$ cat src/rtl/alu8_pkg.sv
package alu8_pkg;
    localparam int DW    = 8;
    localparam int NIB   = DW / 2;
    localparam int FW    = 8;
    localparam int SEL_W = $clog2(FW);
    localparam int OP_W  = 5;

    localparam int FL_C = 0;
    localparam int FL_Z = 1;
    localparam int FL_N = 2;
    localparam int FL_V = 3;
    localparam int FL_S = 4;
    localparam int FL_H = 5;
    localparam int FL_T = 6;
    localparam int FL_I = 7;

    localparam logic [FW-1:0] MASK_ARITH = FW'(1 << FL_Z) | FW'(1 << FL_C) | FW'(1 << FL_N)
                                         | FW'(1 << FL_V) | FW'(1 << FL_S) | FW'(1 << FL_H);
    localparam logic [FW-1:0] MASK_LOGIC = FW'(1 << FL_Z) | FW'(1 << FL_N)
                                         | FW'(1 << FL_V) | FW'(1 << FL_S);
    localparam logic [FW-1:0] MASK_SHIFT = MASK_LOGIC | FW'(1 << FL_C);

    typedef enum logic [OP_W-1:0] {
        OP_ADD  = 5'h00,
        OP_ADC  = 5'h01,
        OP_SUB  = 5'h02,
        OP_SBC  = 5'h03,
        OP_CP   = 5'h04,
        OP_CPC  = 5'h05,
        OP_NEG  = 5'h06,
        OP_AND  = 5'h07,
        OP_OR   = 5'h08,
        OP_XOR  = 5'h09,
        OP_ANDN = 5'h0A,
        OP_COM  = 5'h0B,
        OP_INC  = 5'h0C,
        OP_DEC  = 5'h0D,
        OP_LSR  = 5'h0E,
        OP_ASR  = 5'h0F,
        OP_ROR  = 5'h10,
        OP_ROL  = 5'h11,
        OP_SWAP = 5'h12,
        OP_MOV  = 5'h13
    } alu_op_e;

    typedef struct packed {
        logic [DW-1:0] res;
        logic          c;
        logic          h;
        logic          v;
        logic          n;
        logic          z;
        logic          s;
    } unit_out_t;
endpackage

$ cat src/rtl/alu8_addsub.sv
module alu8_addsub
    import alu8_pkg::*;
(
    input  logic [DW-1:0] x,
    input  logic [DW-1:0] y,
    input  logic          cin,
    input  logic          sub,
    input  logic          z_prev,
    input  logic          z_chain,
    output unit_out_t     o
);
    logic [DW-1:0]  y_eff;
    logic           c_eff;
    logic [DW:0]    full_sum;
    logic [NIB:0]   low_sum;
    logic           zero_res;

    always_comb begin
        // Subtraction as x + ~y + ~cin; borrows are inverted carries.
        y_eff    = sub ? ~y : y;
        c_eff    = sub ? ~cin : cin;
        full_sum = {1'b0, x} + {1'b0, y_eff} + {{DW{1'b0}}, c_eff};
        low_sum  = {1'b0, x[NIB-1:0]} + {1'b0, y_eff[NIB-1:0]} + {{NIB{1'b0}}, c_eff};
        o.res    = full_sum[DW-1:0];
        o.c      = sub ? ~full_sum[DW] : full_sum[DW];
        o.h      = sub ? ~low_sum[NIB] : low_sum[NIB];
        o.v      = (x[DW-1] == y_eff[DW-1]) && (full_sum[DW-1] != x[DW-1]);
        o.n      = full_sum[DW-1];
        zero_res = (full_sum[DW-1:0] == '0);
        o.z      = z_chain ? (zero_res & z_prev) : zero_res;
        o.s      = o.n ^ o.v;
    end
endmodule

$ cat src/rtl/alu8_bitops.sv
module alu8_bitops
    import alu8_pkg::*;
(
    input  alu_op_e       op,
    input  logic [DW-1:0] x,
    input  logic [DW-1:0] y,
    input  logic          cin,
    output unit_out_t     o
);
    logic is_shift;
    logic is_com;

    always_comb begin
        is_shift = 1'b0;
        is_com   = 1'b0;
        o.c      = cin;
        o.h      = 1'b0;
        unique case (op)
            OP_AND:  o.res = x & y;
            OP_OR:   o.res = x | y;
            OP_XOR:  o.res = x ^ y;
            OP_ANDN: o.res = x & ~y;
            OP_COM: begin
                o.res  = ~x;
                is_com = 1'b1;
            end
            OP_LSR: begin
                o.res    = {1'b0, x[DW-1:1]};
                o.c      = x[0];
                is_shift = 1'b1;
            end
            OP_ASR: begin
                o.res    = {x[DW-1], x[DW-1:1]};
                o.c      = x[0];
                is_shift = 1'b1;
            end
            OP_ROR: begin
                o.res    = {cin, x[DW-1:1]};
                o.c      = x[0];
                is_shift = 1'b1;
            end
            OP_ROL: begin
                o.res    = {x[DW-2:0], cin};
                o.c      = x[DW-1];
                is_shift = 1'b1;
            end
            OP_SWAP: o.res = {x[NIB-1:0], x[DW-1:NIB]};
            default: o.res = y;
        endcase
        if (is_com) begin
            o.c = 1'b1;
        end
        o.n = o.res[DW-1];
        o.z = (o.res == '0);
        o.v = is_shift ? (o.n ^ o.c) : 1'b0;
        o.s = o.n ^ o.v;
    end
endmodule

$ cat src/rtl/alu8_cond.sv
module alu8_cond
    import alu8_pkg::*;
(
    input  logic [FW-1:0]    flags,
    input  logic [SEL_W-1:0] sel,
    input  logic             pol,
    input  logic             signed_mode,
    output logic             take
);
    logic picked;

    always_comb begin
        picked = signed_mode ? (flags[FL_N] ^ flags[FL_V]) : flags[sel];
        take   = (picked == pol);
    end
endmodule

$ cat src/rtl/alu8_core.sv
module alu8_core
    import alu8_pkg::*;
(
    input  logic [OP_W-1:0]  op,
    input  logic [DW-1:0]    reg_a,
    input  logic [DW-1:0]    reg_b,
    input  logic [DW-1:0]    imm_k,
    input  logic             use_imm,
    input  logic [FW-1:0]    flags_in,
    input  logic [SEL_W-1:0] cond_sel,
    input  logic             cond_pol,
    input  logic             cond_signed,
    output logic [DW-1:0]    result,
    output logic             result_we,
    output logic [FW-1:0]    flags_next,
    output logic [FW-1:0]    flags_we,
    output logic             cond_take
);
    localparam logic [DW-1:0] ONE = DW'(1);

    alu_op_e       op_e;
    logic [DW-1:0] opnd_b;
    logic [DW-1:0] as_x;
    logic [DW-1:0] as_y;
    logic          as_cin;
    logic          as_sub;
    logic          as_chain;
    logic          use_adder;
    unit_out_t     add_o;
    unit_out_t     bit_o;
    unit_out_t     sel_o;
    logic [FW-1:0] fresh;

    assign op_e   = alu_op_e'(op);
    assign opnd_b = use_imm ? imm_k : reg_b;

    // Operand steering for the adder and flag mask decode
    always_comb begin
        as_x      = reg_a;
        as_y      = opnd_b;
        as_cin    = 1'b0;
        as_sub    = 1'b0;
        as_chain  = 1'b0;
        use_adder = 1'b1;
        flags_we  = MASK_ARITH;
        result_we = 1'b1;
        unique case (op_e)
            OP_ADD: ;
            OP_ADC: as_cin = flags_in[FL_C];
            OP_SUB: as_sub = 1'b1;
            OP_SBC: begin
                as_sub   = 1'b1;
                as_cin   = flags_in[FL_C];
                as_chain = 1'b1;
            end
            OP_CP: begin
                as_sub    = 1'b1;
                result_we = 1'b0;
            end
            OP_CPC: begin
                as_sub    = 1'b1;
                as_cin    = flags_in[FL_C];
                as_chain  = 1'b1;
                result_we = 1'b0;
            end
            OP_NEG: begin
                as_x   = '0;
                as_y   = reg_a;
                as_sub = 1'b1;
            end
            OP_INC: begin
                as_y     = ONE;
                flags_we = MASK_LOGIC;
            end
            OP_DEC: begin
                as_y     = ONE;
                as_sub   = 1'b1;
                flags_we = MASK_LOGIC;
            end
            OP_AND, OP_OR, OP_XOR, OP_ANDN: begin
                use_adder = 1'b0;
                flags_we  = MASK_LOGIC;
            end
            OP_COM, OP_LSR, OP_ASR, OP_ROR, OP_ROL: begin
                use_adder = 1'b0;
                flags_we  = MASK_SHIFT;
            end
            default: begin
                use_adder = 1'b0;
                flags_we  = '0;
            end
        endcase
    end

    alu8_addsub u_addsub (
        .x       (as_x),
        .y       (as_y),
        .cin     (as_cin),
        .sub     (as_sub),
        .z_prev  (flags_in[FL_Z]),
        .z_chain (as_chain),
        .o       (add_o)
    );

    alu8_bitops u_bitops (
        .op  (op_e),
        .x   (reg_a),
        .y   (opnd_b),
        .cin (flags_in[FL_C]),
        .o   (bit_o)
    );

    alu8_cond u_cond (
        .flags       (flags_in),
        .sel         (cond_sel),
        .pol         (cond_pol),
        .signed_mode (cond_signed),
        .take        (cond_take)
    );

    // Merge: masked-off bits keep their incoming value
    always_comb begin
        sel_o             = use_adder ? add_o : bit_o;
        fresh             = flags_in;
        fresh[FL_C]       = sel_o.c;
        fresh[FL_Z]       = sel_o.z;
        fresh[FL_N]       = sel_o.n;
        fresh[FL_V]       = sel_o.v;
        fresh[FL_S]       = sel_o.s;
        fresh[FL_H]       = sel_o.h;
        result            = sel_o.res;
        flags_next        = (flags_in & ~flags_we) | (fresh & flags_we);
    end

    // Assertions guarding the flag-update stage
    always_comb begin
        if (flags_we[FL_S]) begin
            assert_sign_is_n_xor_v_R11: assert (flags_next[FL_S] == (flags_next[FL_N] ^ flags_next[FL_V]));
        end
        if (op_e == OP_INC || op_e == OP_DEC) begin
            assert_incdec_keeps_carry_R7: assert (!flags_we[FL_C] && flags_next[FL_C] == flags_in[FL_C]);
        end
        if (op_e == OP_AND || op_e == OP_OR || op_e == OP_XOR || op_e == OP_ANDN) begin
            assert_logic_clears_v_R5: assert (flags_we[FL_V] && !flags_next[FL_V] && !flags_we[FL_C]);
        end
        if (op_e == OP_CP || op_e == OP_CPC) begin
            assert_compare_no_write_R3: assert (!result_we);
        end
        if (op_e == OP_COM) begin
            assert_com_sets_carry_R6: assert (flags_we[FL_C] && flags_next[FL_C]);
        end
        if (op_e == OP_SWAP) begin
            assert_swap_flags_quiet_R10: assert (flags_we == '0 && flags_next == flags_in);
        end
    end
endmodule

$ cat config.mk
export PLATFORM = sky130hd
export DESIGN_NAME = alu8_core
export DESIGN_NICKNAME = d
export VERILOG_FILES = /design/src/rtl/alu8_pkg.sv /design/src/rtl/alu8_addsub.sv /design/src/rtl/alu8_bitops.sv /design/src/rtl/alu8_cond.sv /design/src/rtl/alu8_core.sv
export SDC_FILE = /design/constraint.sdc
export NUM_CORES = 1
export LEC_CHECK = 0
export CAP_MARGIN = 40
export CORE_AREA = 3 3 76 78
export DETAILED_ROUTE_END_ITERATION = 7
export DIE_AREA = 0 0 79 81
export DONT_BUFFER_PORTS = 1
export PLACE_DENSITY_LB_ADDON = 0.2
export SLEW_MARGIN = 25
export SYNTH_ARGS = -nofsm -noshare
export SYNTH_HDL_FRONTEND = slang
export SYNTH_SLANG_ARGS = --single-unit
$ cat constraint.sdc
create_clock -name vclk -period 6.4
set_input_delay 1.28 -clock vclk [all_inputs]
set_output_delay 1.28 -clock vclk [all_outputs]
set_load 0.005 [all_outputs]
==> impl_metrics.yaml <==
route:
  drt-vias-per-instance: 6.55
  drtAntennaViolNets: 0
  drc_errors: 0
  drtIter0Drc: 395
  drt_first_pass_iters: 5
  detail_route.wl_per_cell_um: 20.5
  wirelength_um: 7820
  vias: 2502
final_layout:
  total_nets_final: 374
  drive_above_1_share_pct: 8.97
  area_growth_pct: -1.59
  layout.area.seq_um2: 0
  final_design_area_no_fill_um2: 2250
  n_antenna_cell: 0
  nClkBuffers: 0
  instances_no_fill: 382
  seq_cells: 0
  final.fill_count: 585
timing:
  setup_violations: 0
  fmaxAchievable_mhz: 173
  hold_viol: 0
  tightest_slew_ps: 747
  slew_violations: 0
  period_minus_slack_ps: 5770
  layout_worst_path_cycle_share_pct: 90.1
  setup-tns-final_ps: 0
  unrepaired_setup_endpoints_after_global_routing: "false"
  fin_hold_ws_ps: 2560
  slew_headroom_pct: 50.1
placement:
  routabilityCongestion: 0.993
  place_inst: 382
  placed_cell_area_um2: 2250
  buffer_ports.inserted: 0
  place_hpwl_um: 6280
worst_setup_path:
  timing.critical_path.cells: "or2_1, or3_1, o22ai_1, xnor2_1, fa_1, inv_1, fa_1, nand2b_1, a21oi_1, o211a_1, a211oi_1, or3_1, o41a_1, o21ai_1"
  setup.worst_path.end_class: "output pin"
  critPathRequiredTime_ps: 5120
  critPathLaunchType: "primary input"
  crit_type: "primary input to output pin"
  critical_path_peak_fanout: 26
  crit_path_max_incr_delay_ps: 400
  timing.critical_path.arrival_ps: 4490
  worst_path_max_delay_cell: "or3_1"
synth:
  synth_largest_area_cell: "ha_1"
  post-synth-top-area-fraction_pct: 8.21
  synth_cells: 335
  synthDistinctLibCells: 73
  synthesized_area_per_cell_um2: 6.83
  syn-cell-area_um2: 2290
  synth_warnings: 0
  synth.top_cells.by_area: "ha_1, nor2_1, xnor2_1"
  synth_sequential_area_ratio_pct: 0
die:
  core_region_area_um2: 5140
  io_count: 69
  fp.dieW_um: 79
  fp.dieH_um: 81
  num_rows: 26
  design.die.area_um2: 6400
  start_util_pct: 44.5
pwr:
  pwr_density_cell_nw_per_um2: 93.0
  fin_total_pwr_mw: 0.209
  max-vdd-ir-drop_mv: 0.0538
  power.leakage_nw: 0.874
clock_network:
  post_cts_resized: 0
  holdBufCountCts: 0
  cts.repair_timing.setup_buffer_count: 0
global_route:
  global_route_wire_length_before_repair_um: 12300
  maximum_number_of_pins_on_one_net_before_global_route_repair: 38
  first_global_vias: 2273
  grt.total_usage_pct: 23.8
  initial_antenna_violation_count: 0
  globalRoute.totalOverflow: 0
worst_hold_path:
  min_delay_path_class: "primary input to output pin"
job:
  max_cap_violations: 0
outcome:
  status: "complete, no violations"
-- worst max-delay path, delay by kind of cell --
| family | cells | cell delay (ps) |
|---|---|---|
| and+or+nand+nor | 4 | 1260 |
| AOI/OAI and AO/OA | 6 | 1100 |
| adders and majority gates | 2 | 610 |
| xor gates and xnor gates | 1 | 170 |
| buffers and inverters | 1 | 60 |
-- layout by cell type, fill, tap and decap left out, drive strengths merged, types with 3 or more instances in the layout --
cell type	Yosys	layout
o211ai	8	8
nand2	24	24
o22ai	4	4
a211oi	4	4
or3	6	6
nand2b	10	10
nor4	8	8
buf	17	5
a22oi	4	4
a21o	4	4
a21oi	23	23
nor3	19	19
nor2b	8	8
inv	18	18
and3	3	3
o31ai	3	3
xnor2	15	15
mux2	9	9
xor2	6	6
nor2	35	35
o21ai	19	19
mux2i	9	9
ha	15	15
-- power by group --
part / internal, mW / switching (mW)
logic: 0.0893 / 0.120
clock network: 0 / 0
registers: 0 / 0
-- final cells by class --
class | instances | area [um^2] | area share [%]
tap | 70 | 87.6 | 3.89
inverter | 18 | 67.6 | 3.00
multi-input combinational | 289 | 2060 | 91.4
timing repair buffer | 5 | 37.5 | 1.67
-- cells by family after synthesis --
| family | count (synthesis) | synth area share (%) |
|---|---|---|
| mux | 20 | 10.9 |
| simple gates | 134 | 30.9 |
| xor+xnor | 21 | 8.04 |
| buf+inv | 47 | 10.4 |
| other cells | 1 | 0.164 |
| fa+ha+maj | 17 | 9.96 |
| compound gates | 95 | 29.6 |
-- Yosys cell counts (9+ instances only) --
cell / count
a21oi_1: 22
buf_4: 9
clkbuf_1: 12
ha_1: 15
inv_1: 15
nand2_1: 24
nand2b_1: 9
nor2_1: 35
nor3_1: 19
o21ai_0: 11
xnor2_1: 15
-- metal layers --
metal	track usage (%)	routed length, um	part of all wire, %
met4	6.01	225	2.9
met1	36.3	3680	47
met5	0	0	0
met2	35.9	3380	43
met3	1.33	537	6.9
-- per-stage QoR --
| stage | worst slack [ps] | utilization (%) |
|---|---|---|
| 2_1_floorplan | 460 | - |
| 3_3_place_gp | 751 | 43.8 |
| 3_5_place_dp | 677 | 43.8 |
| 4_1_cts | 665 | 43.8 |
| 5_1_grt | 412 | 43.8 |
| 6_report | 630 | 43.8 |
-- path summary, 6_finish.rpt --
check,start,to,slack (ps),cells past startpoint
hold / removal,flags_in[7],flags_next[7],2560,0
setup / recovery,op[3],flags_next[1],630,14
(Power assumes the default switching activity.)
